[config.mk]
export PLATFORM = sky130hd
export DESIGN_NAME = sdramPdSeq
export DESIGN_NICKNAME = d
export VERILOG_FILES = /design/src/rtl/sdpd_pkg.sv /design/src/rtl/sdpd_ctrl.sv /design/src/rtl/sdpd_datapath.sv /design/src/rtl/sdramPdSeq.sv
export SDC_FILE = /design/constraint.sdc
export NUM_CORES = 1
export LEC_CHECK = 0
export ABC_AREA = 1
export CORE_ASPECT_RATIO = 0.6
export CORE_MARGIN = 5
export CORE_UTILIZATION = 50
export DETAILED_ROUTE_END_ITERATION = 12
export PLACE_DENSITY = 0.84
export SETUP_SLACK_MARGIN = 0.2
export SYNTH_ARGS = -nofsm -noshare
export SYNTH_HDL_FRONTEND = slang
export SYNTH_SLANG_ARGS = --single-unit
[constraint.sdc]
create_clock -name clk -period 2.9 [get_ports clk]
set_clock_uncertainty 0.1 [all_clocks]
set_input_delay 0.435 -clock clk [delete_from_list [all_inputs] [get_ports clk]]
set_output_delay 0.435 -clock clk [all_outputs]
set_load 0.02 [all_outputs]
[src/rtl/sdpd_pkg.sv]
package sdpd_pkg;

  typedef enum logic [2:0] {
    CMD_NOP,
    CMD_ACT,
    CMD_READ,
    CMD_PRE,
    CMD_REF
  } sdCmd_e;

  // {csN, rasN, casN, weN}
  localparam logic [3:0] PIN_NOP  = 4'b0111;
  localparam logic [3:0] PIN_ACT  = 4'b0011;
  localparam logic [3:0] PIN_READ = 4'b0101;
  localparam logic [3:0] PIN_PRE  = 4'b0010;
  localparam logic [3:0] PIN_REF  = 4'b0001;

  localparam logic [1:0] MODE_PDOWN = 2'b10;

  typedef struct packed {
    sdCmd_e cmd;
    logic   ckeLow;
    logic   loadAddr;
    logic   lastRead;
  } ctrlStrb_t;

endpackage

[src/rtl/sdpd_ctrl.sv]
module sdpd_ctrl
  import sdpd_pkg::*;
#(
  parameter int REF_CYC  = 780,
  parameter int IDLE_CYC = 16,
  parameter int TRCD     = 3,
  parameter int TRFC     = 3,
  parameter int BURST    = 4
) (
  input  logic      clk,
  input  logic      rstN,
  input  logic [1:0] lpMode,
  input  logic      reqValid,
  input  logic      burstDone,
  output ctrlStrb_t strb
);

  localparam int CNT_MAX = ((IDLE_CYC > BURST) ? IDLE_CYC : BURST) + TRCD + TRFC;
  localparam int CNT_W   = $clog2(CNT_MAX + 1);
  localparam int REF_W   = $clog2(REF_CYC + 1);

  typedef enum logic [3:0] {
    S_IDLE, S_PDOWN, S_EXIT, S_REF, S_RWAIT,
    S_ACT, S_TWAIT, S_READ, S_DRAIN, S_PRE
  } state_e;

  state_e           state;
  logic [CNT_W-1:0] waitCnt;
  logic [REF_W-1:0] refCnt;
  logic             refPending;
  logic             pdSel;

  assign pdSel = (lpMode == MODE_PDOWN);

  always_ff @(posedge clk) begin
    if (!rstN) begin
      refCnt     <= REF_W'(REF_CYC - 1);
      refPending <= 1'b0;
    end else if (refCnt == '0) begin
      refCnt     <= REF_W'(REF_CYC - 1);
      refPending <= 1'b1;
    end else begin
      refCnt <= refCnt - 1'b1;
      if (state == S_REF) refPending <= 1'b0;
    end
  end

  always_ff @(posedge clk) begin
    if (!rstN) begin
      state   <= S_IDLE;
      waitCnt <= '0;
    end else begin
      unique case (state)
        S_IDLE: begin
          if (refPending) state <= S_REF;
          else if (reqValid) state <= S_ACT;
          else if (pdSel && waitCnt == CNT_W'(IDLE_CYC - 1)) state <= S_PDOWN;
          else if (waitCnt != CNT_W'(IDLE_CYC - 1)) waitCnt <= waitCnt + 1'b1;
        end
        S_PDOWN: if (refPending || reqValid || !pdSel) state <= S_EXIT;
        S_EXIT: begin
          state   <= S_IDLE;
          waitCnt <= '0;
        end
        S_REF, S_PRE: begin
          state   <= S_RWAIT;
          waitCnt <= '0;
        end
        S_RWAIT: begin
          if (waitCnt == CNT_W'(TRFC - 1)) begin
            state   <= S_IDLE;
            waitCnt <= '0;
          end else waitCnt <= waitCnt + 1'b1;
        end
        S_ACT: begin
          state   <= S_TWAIT;
          waitCnt <= '0;
        end
        S_TWAIT: begin
          if (waitCnt == CNT_W'(TRCD - 2)) begin
            state   <= S_READ;
            waitCnt <= '0;
          end else waitCnt <= waitCnt + 1'b1;
        end
        S_READ: begin
          if (waitCnt == CNT_W'(BURST - 1)) state <= S_DRAIN;
          else waitCnt <= waitCnt + 1'b1;
        end
        S_DRAIN: if (burstDone) state <= S_PRE;
        default: state <= S_IDLE;
      endcase
    end
  end

  always_comb begin
    strb = '{cmd: CMD_NOP, ckeLow: 1'b0, loadAddr: 1'b0, lastRead: 1'b0};
    unique case (state)
      S_PDOWN: strb.ckeLow = 1'b1;
      S_REF:   strb.cmd = CMD_REF;
      S_PRE:   strb.cmd = CMD_PRE;
      S_ACT: begin
        strb.cmd      = CMD_ACT;
        strb.loadAddr = 1'b1;
      end
      S_READ: begin
        strb.cmd      = CMD_READ;
        strb.lastRead = (waitCnt == CNT_W'(BURST - 1));
      end
      default: ;
    endcase
  end

endmodule

[src/rtl/sdpd_datapath.sv]
module sdpd_datapath
  import sdpd_pkg::*;
#(
  parameter int ROW_W   = 13,
  parameter int COL_W   = 9,
  parameter int DATA_W  = 16,
  parameter int CAS_LAT = 2
) (
  input  logic              clk,
  input  logic              rstN,
  input  ctrlStrb_t         strb,
  input  logic [ROW_W-1:0]  reqRow,
  input  logic [COL_W-1:0]  reqCol,
  input  logic [DATA_W-1:0] sdDq,
  output logic              sdCke,
  output logic [3:0]        cmdPins,
  output logic [ROW_W-1:0]  sdAddr,
  output logic              rdValid,
  output logic [DATA_W-1:0] rdData,
  output logic              burstDone
);

  localparam int A10 = 10;

  logic [COL_W-1:0]   colReg;
  logic               readPin, lastPin;
  logic [CAS_LAT-1:0] readPipe, lastPipe;

  always_ff @(posedge clk) begin
    if (!rstN) begin
      sdCke   <= 1'b1;
      cmdPins <= PIN_NOP;
      sdAddr  <= '0;
      colReg  <= '0;
      readPin <= 1'b0;
      lastPin <= 1'b0;
    end else begin
      sdCke   <= !strb.ckeLow;
      readPin <= (strb.cmd == CMD_READ);
      lastPin <= strb.lastRead;
      if (strb.loadAddr) colReg <= reqCol;
      unique case (strb.cmd)
        CMD_ACT: begin
          cmdPins <= PIN_ACT;
          sdAddr  <= reqRow;
        end
        CMD_READ: begin
          cmdPins <= PIN_READ;
          sdAddr  <= ROW_W'(colReg);
          colReg  <= colReg + 1'b1;
        end
        CMD_PRE: begin
          cmdPins <= PIN_PRE;
          sdAddr  <= ROW_W'(1) << A10;
        end
        CMD_REF: cmdPins <= PIN_REF;
        default: cmdPins <= PIN_NOP;
      endcase
    end
  end

  always_ff @(posedge clk) begin
    if (!rstN) begin
      readPipe <= '0;
      lastPipe <= '0;
    end else begin
      readPipe[0] <= readPin;
      lastPipe[0] <= lastPin;
      for (int i = 1; i < CAS_LAT; i++) begin
        readPipe[i] <= readPipe[i-1];
        lastPipe[i] <= lastPipe[i-1];
      end
    end
  end

  assign rdValid   = readPipe[CAS_LAT-1];
  assign rdData    = sdDq;
  assign burstDone = lastPipe[CAS_LAT-1];

endmodule

[src/rtl/sdramPdSeq.sv]
module sdramPdSeq
  import sdpd_pkg::*;
#(
  parameter int ROW_W    = 13,
  parameter int COL_W    = 9,
  parameter int DATA_W   = 16,
  parameter int BURST    = 4,
  parameter int TRCD     = 3,
  parameter int CAS_LAT  = 2,
  parameter int TRFC     = 3,
  parameter int REF_CYC  = 780,
  parameter int IDLE_CYC = 16
) (
  input  logic              clk,
  input  logic              rstN,
  input  logic [1:0]        lpMode,
  input  logic              reqValid,
  input  logic [ROW_W-1:0]  reqRow,
  input  logic [COL_W-1:0]  reqCol,
  output logic              reqAck,
  output logic              rdValid,
  output logic [DATA_W-1:0] rdData,
  output logic              sdCke,
  output logic              sdCsN,
  output logic              sdRasN,
  output logic              sdCasN,
  output logic              sdWeN,
  output logic [ROW_W-1:0]  sdAddr,
  input  logic [DATA_W-1:0] sdDq
);

  ctrlStrb_t  strb;
  logic [3:0] cmdPins;
  logic       burstDone;

  sdpd_ctrl #(
    .REF_CYC(REF_CYC), .IDLE_CYC(IDLE_CYC), .TRCD(TRCD), .TRFC(TRFC), .BURST(BURST)
  ) i_ctrl (
    .clk(clk), .rstN(rstN), .lpMode(lpMode), .reqValid(reqValid),
    .burstDone(burstDone), .strb(strb)
  );

  sdpd_datapath #(
    .ROW_W(ROW_W), .COL_W(COL_W), .DATA_W(DATA_W), .CAS_LAT(CAS_LAT)
  ) i_dp (
    .clk(clk), .rstN(rstN), .strb(strb), .reqRow(reqRow), .reqCol(reqCol),
    .sdDq(sdDq), .sdCke(sdCke), .cmdPins(cmdPins), .sdAddr(sdAddr),
    .rdValid(rdValid), .rdData(rdData), .burstDone(burstDone)
  );

  assign {sdCsN, sdRasN, sdCasN, sdWeN} = cmdPins;
  assign reqAck = burstDone;

endmodule

==> report_table.html, run 1 <==
<table>
<tr><th>Metric</th><th>Value</th></tr>
<tr><th colspan="2">Run status</th></tr>
<tr><td>Run status</td><td>completed</td></tr>
<tr><th colspan="2">Global route</th></tr>
<tr><td>Global-route wire length before repair</td><td>10,800 um</td></tr>
<tr><td>Initial antenna violation count</td><td>0</td></tr>
<tr><td>Vias in the first global route</td><td>2,334</td></tr>
<tr><td>Maximum number of pins on one net before global-route repair</td><td>19</td></tr>
<tr><td>Global-route congestion overflow total</td><td>0</td></tr>
<tr><td>Aggregate global-route resource usage</td><td>0.187</td></tr>
<tr><th colspan="2">Logic synthesis</th></tr>
<tr><td>Post-Synthesis Net Count</td><td>429</td></tr>
<tr><td>Cell count after synthesis</td><td>380</td></tr>
<tr><td>Number of enable-type register cells in the synthesized netlist</td><td>0</td></tr>
<tr><td>Fraction of registers with async set/reset</td><td>0</td></tr>
<tr><td>Number of distinct library cells after synthesis</td><td>35</td></tr>
<tr><td>Synth warn</td><td>0</td></tr>
<tr><td>Portion of synthesized cell area occupied by the leading cell type</td><td>0.388</td></tr>
<tr><td>#FFs+latches synth</td><td>52</td></tr>
<tr><td>Share of synthesized area occupied by flip-flops and latches</td><td>0.388</td></tr>
<tr><td>Leading cell types by count after synthesis</td><td>sky130_fd_sc_hd__nand2_1, sky130_fd_sc_hd__dfxtp_1, sky130_fd_sc_hd__nor2_1, sky130_fd_sc_hd__inv_1, sky130_fd_sc_hd__nand3_1</td></tr>
<tr><td>Cell types with the largest area share after synthesis</td><td>sky130_fd_sc_hd__dfxtp_1, sky130_fd_sc_hd__nand2_1, sky130_fd_sc_hd__nor2_1</td></tr>
<tr><td>Leading cell type by number of instances after synthesis</td><td>sky130_fd_sc_hd__nand2_1</td></tr>
<tr><td>Mean cell area of the mapped netlist</td><td>7.06 um^2</td></tr>
<tr><td>Netlist Area Pre-Place</td><td>2680 um^2</td></tr>
<tr><td>Area leader, netlist</td><td>sky130_fd_sc_hd__dfxtp_1</td></tr>
<tr><td>Commonest register cell after synthesis</td><td>sky130_fd_sc_hd__dfxtp_1</td></tr>
<tr><th colspan="2">Timing</th></tr>
<tr><td>WHS</td><td>0.326 ns</td></tr>
<tr><td>Worst Max-Slew Pin Slew</td><td>0.555 ns</td></tr>
<tr><td>Total Neg Setup Slack</td><td>0 ns</td></tr>
<tr><td>Achievable clock frequency</td><td>515 MHz</td></tr>
<tr><td>Setup repair after global routing missed its margin</td><td>no</td></tr>
<tr><td>Share of the clock period used by the worst path</td><td>0.670</td></tr>
<tr><td>Post-layout minimum cycle time</td><td>1.94 ns</td></tr>
<tr><td>Setup violations, final</td><td>0</td></tr>
<tr><td>Headroom to the max-slew limit</td><td>0.629</td></tr>
<tr><td>Max Transition Viols Final</td><td>0</td></tr>
<tr><td>Final hold violation count</td><td>0</td></tr>
<tr><th colspan="2">Placed design</th></tr>
<tr><td>Detailed-placement wirelength estimate</td><td>4770 um</td></tr>
<tr><td>Buffers added on ports</td><td>45</td></tr>
<tr><td>Standard cell area after detailed placement</td><td>3060 um^2</td></tr>
<tr><td>Cells after DPL</td><td>469</td></tr>
<tr><td>Final RePlAce weighted congestion</td><td>0.894</td></tr>
<tr><th colspan="2">Floorplanning</th></tr>
<tr><td>Full die area</td><td>6980 um^2</td></tr>
<tr><td>Floorplan core area</td><td>5130 um^2</td></tr>
<tr><td>Top Ports</td><td>79</td></tr>
<tr><td>Effective utilization at floorplan</td><td>0.523</td></tr>
<tr><td>Width of the chip</td><td>105 um</td></tr>
<tr><td>Core Rows</td><td>20</td></tr>
<tr><td>Floorplan die height</td><td>66.8 um</td></tr>
<tr><th colspan="2">Clock tree</th></tr>
<tr><td>CTS tree</td><td>yes</td></tr>
<tr><td>Buffers inserted during post-CTS setup optimization</td><td>0</td></tr>
<tr><td>Number of clock sinks seen by CTS</td><td>52</td></tr>
<tr><td>Cts hold-fix bufs</td><td>0</td></tr>
<tr><td>Maximum buffer depth of the clock tree</td><td>2</td></tr>
<tr><td>Clock transition at path regs</td><td>0.10 ns</td></tr>
<tr><td>Number of levels the H-tree was split into</td><td>2</td></tr>
<tr><td>Number of buffers inserted during clock tree synthesis</td><td>5</td></tr>
<tr><td>Clock latency on the worst-skew pair</td><td>0.31 ns</td></tr>
<tr><td>Clock tree root driver cell</td><td>sky130_fd_sc_hd__clkbuf_8</td></tr>
<tr><td>Number of cells upsized or downsized after cts</td><td>0</td></tr>
<tr><th colspan="2">Finish</th></tr>
<tr><td>Area occupied by registers</td><td>1040 um^2</td></tr>
<tr><td>Filler-free cell count of the finished design</td><td>477</td></tr>
<tr><td>Filler cell count</td><td>477</td></tr>
<tr><td>Finished layout cell area</td><td>3170 um^2</td></tr>
<tr><td>Final antenna diode count</td><td>0</td></tr>
<tr><td>Area occupied by multi-input gates</td><td>1290 um^2</td></tr>
<tr><td>Final #Nets</td><td>459</td></tr>
<tr><td>Layout cells sized above 1</td><td>0.0803</td></tr>
<tr><td>Final core utilization</td><td>0.618</td></tr>
<tr><td>Layout Area Growth over Synthesis</td><td>18.2%</td></tr>
<tr><th colspan="2">Power</th></tr>
<tr><td>Pwr dens</td><td>713 nW/um^2</td></tr>
<tr><td>Worst supply voltage drop on vdd</td><td>0.271 mV</td></tr>
<tr><td>Sequential cell fraction of total power</td><td>0.399</td></tr>
<tr><td>Switching power summed over all nets</td><td>866 uW</td></tr>
<tr><td>Internal power component</td><td>1.40 mW</td></tr>
<tr><td>Net Sw Frac</td><td>0.383</td></tr>
<tr><td>Clock network fraction of design power</td><td>0.219</td></tr>
<tr><td>Combinational cell fraction of total power</td><td>0.382</td></tr>
<tr><td>LEAKAGE</td><td>1.43 nW</td></tr>
<tr><th colspan="2">Worst setup path</th></tr>
<tr><td>Kind of cell adding the most delay to the critical path</td><td>simple AND/OR/NAND/NOR gates</td></tr>
<tr><td>Number of cells on the critical path</td><td>12</td></tr>
<tr><td>Launching element type of the critical path</td><td>flop</td></tr>
<tr><td>CP max-delay cell</td><td>sky130_fd_sc_hd__dfxtp_1</td></tr>
<tr><td>Path depth of the worst reg2reg path</td><td>12</td></tr>
<tr><td>Endpoint of the most critical register-to-register path</td><td>i_ctrl.waitCnt[2]</td></tr>
<tr><td>R2R Setup Slk</td><td>0.96 ns</td></tr>
<tr><td>Reg2reg start</td><td>i_ctrl.waitCnt[0]</td></tr>
<tr><td>Maximum fanout count along the critical path</td><td>5</td></tr>
<tr><td>Data required time at the worst endpoint</td><td>3.00 ns</td></tr>
<tr><td>CP endpoint kind</td><td>flop</td></tr>
<tr><td>CP max stage delay</td><td>0.35 ns</td></tr>
<tr><td>Number of buffers and inverters on the critical path</td><td>2</td></tr>
<tr><td>Crit Path Category</td><td>flop to flop</td></tr>
<tr><td>Critical path arrival</td><td>2.05 ns</td></tr>
<tr><td>Critical path cell sequence</td><td>ha_1, nand2_1, nor2_1, ha_1, inv_1, a21oi_1, nor2_1, nand2_2, inv_2, nand2_1, nand2_1, nor2_1</td></tr>
<tr><th colspan="2">Min path</th></tr>
<tr><td>Path category of the worst min-delay check</td><td>flop to flop</td></tr>
<tr><td>WHS Path Cells</td><td>2</td></tr>
<tr><td>Hold_sp</td><td>i_dp.readPin</td></tr>
<tr><td>Hold endpoint</td><td>i_dp.readPipe[0]</td></tr>
<tr><th colspan="2">Routing</th></tr>
<tr><td>Sum of routed wire length over all layers</td><td>6250 um</td></tr>
<tr><td>Post-route DRC</td><td>0</td></tr>
<tr><td>Vias post-DR</td><td>2,509</td></tr>
<tr><td>Number of violations reported at the end of detailed-routing iteration 0</td><td>174</td></tr>
<tr><td>Routed WL per cell</td><td>13.1 um</td></tr>
<tr><td>Detailed-routing iteration count for the pre-antenna-repair pass</td><td>5</td></tr>
<tr><td>Post-detailed-route count of antenna-violating nets</td><td>0</td></tr>
<tr><td>Vias per Instance</td><td>5.26</td></tr>
<tr><th colspan="2">Job</th></tr>
<tr><td>Number of max-cap violations</td><td>0</td></tr>
</table>
[power by group through the flow]
stage | registers (mW) | clock network [mW] | logic [mW]
final | 0.902 | 0.495 | 0.864
after detailed placement | 0.913 | 0 | 0.854
after global placement | 0.911 | 0 | 0.841
after floorplan | 0.954 | 0 | 0.586
after global routing | 0.915 | 0.540 | 0.973
after CTS | 0.898 | 0.503 | 0.857
[worst min-delay path: stages, from the launching register on]
cell	delay [ns]
sky130_fd_sc_hd__dfxtp_1	0.32
sky130_fd_sc_hd__nand2_1	0.04
sky130_fd_sc_hd__inv_1	0.04
[layout make-up]
cell class,instances,share of cell area
clock buffers,5,0.0217
clock inverters,3,0.0134
inverters,50,0.0600
multi-input cells,255,0.406
flip-flops and latches,52,0.328
well taps,66,0.0260
repair buffers,46,0.144
[how the worst max path moves through the flow]
stage	from	endpoint	slack, ns
2_1_floorplan	i_ctrl.waitCnt[0]	i_ctrl.waitCnt[1]	1.25
3_3_place_gp	rstN	i_ctrl.waitCnt[0]	0.87
3_5_place_dp	rstN	i_ctrl.waitCnt[0]	0.84
4_1_cts	i_ctrl.waitCnt[0]	i_ctrl.waitCnt[2]	1.0
5_1_grt	i_ctrl.waitCnt[0]	i_ctrl.waitCnt[2]	0.79
6_report	i_ctrl.waitCnt[0]	i_ctrl.waitCnt[2]	0.96
[cells in the final DEF, fill, tap and decap left out, drive strengths merged, types with 6 or more instances in the layout]
master         count
inv               50
a31oi             10
o21ai             22
nand2             90
ha                 6
clkdlybuf4s50     45
dfxtp             52
nor2              54
a21oi             18
nand3             24
[metrics by stage]
step                      power (mW)  setup slack, ns
final                           2.26            0.958
after global routing            2.43            0.785
after CTS                       2.26            0.999
after detailed placement        1.77            0.844
after global placement          1.75            0.870
after floorplan                 1.54             1.25
[kinds of logic (layout without fill, tap and decap cells)]
family,count (synthesis),after routing,synth area share
XOR/XNOR,4,4,0.0131
other,1,1,0.00140
adder cells (fa/ha/maj),6,6,0.0280
flip-flops,52,52,0.388
buffers and inverters,73,104,0.132
AND/OR/NAND/NOR,182,182,0.300
AO/OA/AOI/OAI,62,62,0.138
[metal layers]
metal  wire [um]  vias to the layer above  part of all wire  global-route usage
met3         438                        7             0.070              0.0503
met1        3210                     1153              0.51               0.276
met2        2570                       89              0.41               0.267
met5           0                        -                 0                   0
met4          33                        0            0.0053              0.0494
li1            -                     1260                 -                   -
[state kept, by name (all words and copies together) (netlist names)]
signal             flops
i_dp.colReg            9
i_ctrl.state           4
i_dp.cmdPins           3
i_ctrl.refCnt         10
i_dp.lastPin           1
i_dp.readPin           1
i_dp.sdCke             1
i_dp.readPipe          2
i_ctrl.refPending      1
i_ctrl.waitCnt         5
i_dp.sdAddr           13
i_dp.lastPipe          2
Power figures use the tool's default switching activity.
==> run 2, diff against run 1 <==
- CORE_UTILIZATION: 50 -> 47
- PLACE_DENSITY: 0.84 -> 0.8
- clock period: 2.9 -> 1.86 ns (I/O delays scaled with it)
==> run 2 against run 1 <==
Compared with the run above:
- utilization increased by 2.0 points
- count of clock-buffer cells in the layout is 1 higher
- critical path depth decreased by 4
- hold slack got worse by 0.016 ns
- first-iteration DRC count decreased by 11%
- routed wire length is 8.0% higher
- combinational power is 89% higher
- clock power is 56% higher
- via count is 1.8% higher
- sequential share of layout area decreased by 2.9 points
- cell area grew 12%
- largest cell class unchanged
- largest power group is now combinational logic
==> report_table.html, run 2 (synthesized netlist as in run 1, its figures left out) <==
<table>
<tr><th>Metric</th><th>Value</th></tr>
<tr><th colspan="2">Run status</th></tr>
<tr><td>Run status</td><td>completed</td></tr>
<tr><th colspan="2">Worst setup path</th></tr>
<tr><td>Maximum fanout count along the critical path</td><td>8</td></tr>
<tr><td>Reg2reg start</td><td>i_ctrl.state[0]</td></tr>
<tr><td>Crit Path Category</td><td>flop to flop</td></tr>
<tr><td>Launching element of the worst setup path</td><td>i_ctrl.state[0]</td></tr>
<tr><td>Critical path arrival</td><td>1.79 ns</td></tr>
<tr><td>Endpoint of the most critical register-to-register path</td><td>i_ctrl.waitCnt[0]</td></tr>
<tr><td>CP endpoint kind</td><td>flop</td></tr>
<tr><td>Data required time at the worst endpoint</td><td>2.01 ns</td></tr>
<tr><td>Capture point of the worst path</td><td>i_ctrl.waitCnt[0]</td></tr>
<tr><td>R2R Setup Slk</td><td>0.22 ns</td></tr>
<tr><td>Path depth of the worst reg2reg path</td><td>8</td></tr>
<tr><td>Launching element type of the critical path</td><td>flop</td></tr>
<tr><th colspan="2">Floorplanning</th></tr>
<tr><td>Width of the chip</td><td>108 um</td></tr>
<tr><td>Floorplan core area</td><td>5540 um^2</td></tr>
<tr><td>Core Rows</td><td>21</td></tr>
<tr><td>Top Ports</td><td>79</td></tr>
<tr><td>Full die area</td><td>7370 um^2</td></tr>
<tr><td>Floorplan die height</td><td>68.5 um</td></tr>
<tr><td>Effective utilization at floorplan</td><td>0.484</td></tr>
<tr><th colspan="2">Timing</th></tr>
<tr><td>Share of the clock period used by the worst path</td><td>0.881</td></tr>
<tr><td>Total Neg Setup Slack</td><td>0 ns</td></tr>
<tr><td>Post-layout minimum cycle time</td><td>1.64 ns</td></tr>
<tr><td>Setup repair after global routing missed its margin</td><td>yes</td></tr>
<tr><td>Setup violations, final</td><td>0</td></tr>
<tr><td>Achievable clock frequency</td><td>610 MHz</td></tr>
<tr><td>Final hold violation count</td><td>0</td></tr>
<tr><td>Max Transition Viols Final</td><td>0</td></tr>
<tr><th colspan="2">Finish</th></tr>
<tr><td>Largest register FFs</td><td>13</td></tr>
<tr><td>Filler cell count</td><td>456</td></tr>
<tr><td>Leading cell type in the layout, fill and taps excluded</td><td>sky130_fd_sc_hd__nand2_1</td></tr>
<tr><td>Layout cells sized above 1</td><td>0.219</td></tr>
<tr><td>Largest Register</td><td>i_dp.sdAddr</td></tr>
<tr><td>Final antenna diode count</td><td>0</td></tr>
<tr><td>Final core utilization</td><td>0.638</td></tr>
<tr><td>Largest registers</td><td>i_dp.sdAddr x13, i_ctrl.refCnt x10, i_dp.colReg x9</td></tr>
<tr><td>Most frequent cells in the layout</td><td>sky130_fd_sc_hd__nand2_1, sky130_fd_sc_hd__dfxtp_1, sky130_fd_sc_hd__nor2_1</td></tr>
<tr><td>Layout Area Growth over Synthesis</td><td>31.8%</td></tr>
<tr><td>Final #Nets</td><td>478</td></tr>
<tr><th colspan="2">Clock tree</th></tr>
<tr><td>Number of clock sinks seen by CTS</td><td>52</td></tr>
<tr><td>Clock tree root driver cell</td><td>sky130_fd_sc_hd__clkbuf_8</td></tr>
<tr><td>Number of buffers inserted during clock tree synthesis</td><td>5</td></tr>
<tr><td>Number of levels the H-tree was split into</td><td>2</td></tr>
<tr><td>Clock latency on the worst-skew pair</td><td>0.31 ns</td></tr>
<tr><td>Maximum buffer depth of the clock tree</td><td>2</td></tr>
<tr><td>CTS tree</td><td>yes</td></tr>
<tr><td>Clock transition at path regs</td><td>0.10 ns</td></tr>
<tr><th colspan="2">Global route</th></tr>
<tr><td>Maximum number of pins on one net before global-route repair</td><td>30</td></tr>
<tr><td>Global-route congestion overflow total</td><td>0</td></tr>
<tr><td>Initial antenna violation count</td><td>0</td></tr>
<tr><td>Layer carrying the most global-route usage</td><td>met2</td></tr>
<tr><td>Vias in the first global route</td><td>2,163</td></tr>
<tr><td>Met3 Track Usage GR</td><td>0.0391</td></tr>
<tr><td>Aggregate global-route resource usage</td><td>0.179</td></tr>
<tr><td>GR Util met2</td><td>0.273</td></tr>
<tr><td>Global routing met1 resource utilization</td><td>0.253</td></tr>
<tr><td>Global-route wire length before repair</td><td>10,300 um</td></tr>
<tr><th colspan="2">Routing</th></tr>
<tr><td>Detailed-routing iteration count for the pre-antenna-repair pass</td><td>4</td></tr>
<tr><td>Vias post-DR</td><td>2,555</td></tr>
<tr><td>Routed WL per cell</td><td>13.2 um</td></tr>
<tr><td>Number of violations reported at the end of detailed-routing iteration 0</td><td>155</td></tr>
<tr><td>Sum of routed wire length over all layers</td><td>6740 um</td></tr>
<tr><td>Post-detailed-route count of antenna-violating nets</td><td>0</td></tr>
<tr><td>Vias per Instance</td><td>5.01</td></tr>
<tr><td>Post-route DRC</td><td>0</td></tr>
<tr><th colspan="2">Placed design</th></tr>
<tr><td>Buffers added on ports</td><td>45</td></tr>
<tr><td>Final RePlAce weighted congestion</td><td>0.936</td></tr>
<tr><td>Detailed-placement wirelength estimate</td><td>4860 um</td></tr>
<tr><th colspan="2">Power</th></tr>
<tr><td>Worst supply voltage drop on vdd</td><td>0.436 mV</td></tr>
<tr><td>LEAKAGE</td><td>1.74 nW</td></tr>
<tr><td>Pwr dens</td><td>1080 nW/um^2</td></tr>
<tr><th colspan="2">Min path</th></tr>
<tr><td>Path category of the worst min-delay check</td><td>flop to flop</td></tr>
<tr><th colspan="2">Job</th></tr>
<tr><td>Number of max-cap violations</td><td>0</td></tr>
</table>
==> run 2: cell count changes in the layout (fill, tap and decap cells not counted), sizes merged <==
cell           previous run  this run
clkbuf                    5         6
dlymetal6s2s              0        12
clkinvlp                  1         0
dlygate4sd2               0         4
clkdlybuf4s50            45        29
buf                       1        20
==> run 2: power breakdown <==
group | leakage (nW) | internal, mW | switching (mW)
clock network | 0.0552 | 0.400 | 0.374
logic | 1.26 | 0.650 | 0.979
registers | 0.426 | 1.29 | 0.131
total | 1.74 | 2.34 | 1.48
==> run 2: worst max-delay path: stages (launching register included) <==
cell and delay [ns]:
sky130_fd_sc_hd__dfxtp_4 0.38, sky130_fd_sc_hd__inv_2 0.11, sky130_fd_sc_hd__nor2_4 0.07, sky130_fd_sc_hd__nand2_4 0.14, sky130_fd_sc_hd__nand2_2 0.10, sky130_fd_sc_hd__nor2_4 0.18
sky130_fd_sc_hd__nand2_2 0.10, sky130_fd_sc_hd__a21oi_4 0.21, sky130_fd_sc_hd__a21boi_2 0.18
==> run 2: worst min-delay path by stage <==
stage / start / to / depth (start not counted)
2_1_floorplan: i_ctrl.refCnt[0] / i_ctrl.refCnt[0] / 1
3_3_place_gp: i_ctrl.refCnt[0] / i_ctrl.refCnt[0] / 1
3_5_place_dp: i_ctrl.refCnt[0] / i_ctrl.refCnt[0] / 1
4_1_cts: i_ctrl.refCnt[0] / i_ctrl.refCnt[0] / 1
5_1_grt: i_ctrl.refCnt[0] / i_ctrl.refCnt[0] / 1
6_report: i_ctrl.refCnt[0] / i_ctrl.refCnt[0] / 1
==> run 2: repair_timing <==
| item | CTS | global route |
|---|---|---|
| setup buffers | 3 | 12 |
| pin swaps | 3 | 17 |
| hold buffers | 0 | 0 |
| setup endpoints to repair | 27 | 46 |
| resized for setup | 18 | 60 |
==> run 2: area by class of cell <==
class	instances	area [um^2]	area share
Timing Repair Buffer	65	651	0.184
Inverter	50	198	0.0559
Tap cell	80	100	0.0283
Clock inverter	2	35.0	0.00990
Sequential cell	52	1060	0.299
Clock buffer	6	72.6	0.0205
Multi-Input combinational cell	255	1430	0.403
==> run 2: per-stage QoR <==
step           setup WS, ns  std cells  hold slack (ns)  power [mW]  cell area, um^2
3_3_place_gp         0.0871        487            0.293        2.77             3120
3_5_place_dp         0.0241        487            0.296        2.81             3120
4_1_cts               0.195        498            0.317        3.62             3300
2_1_floorplan         0.214        380            0.280        2.40             2680
5_1_grt              0.0858        510            0.347        4.05             3540
6_report              0.221        510            0.311        3.82             3540
==> run 2: layer usage <==
layer / routed length (um) / part of all wire / up-vias
met5: 0 / 0 / -
met4: 80 / 0.012 / 0
met3: 468 / 0.069 / 8
met2: 2930 / 0.43 / 85
met1: 3260 / 0.48 / 1157
li1: - / - / 1305
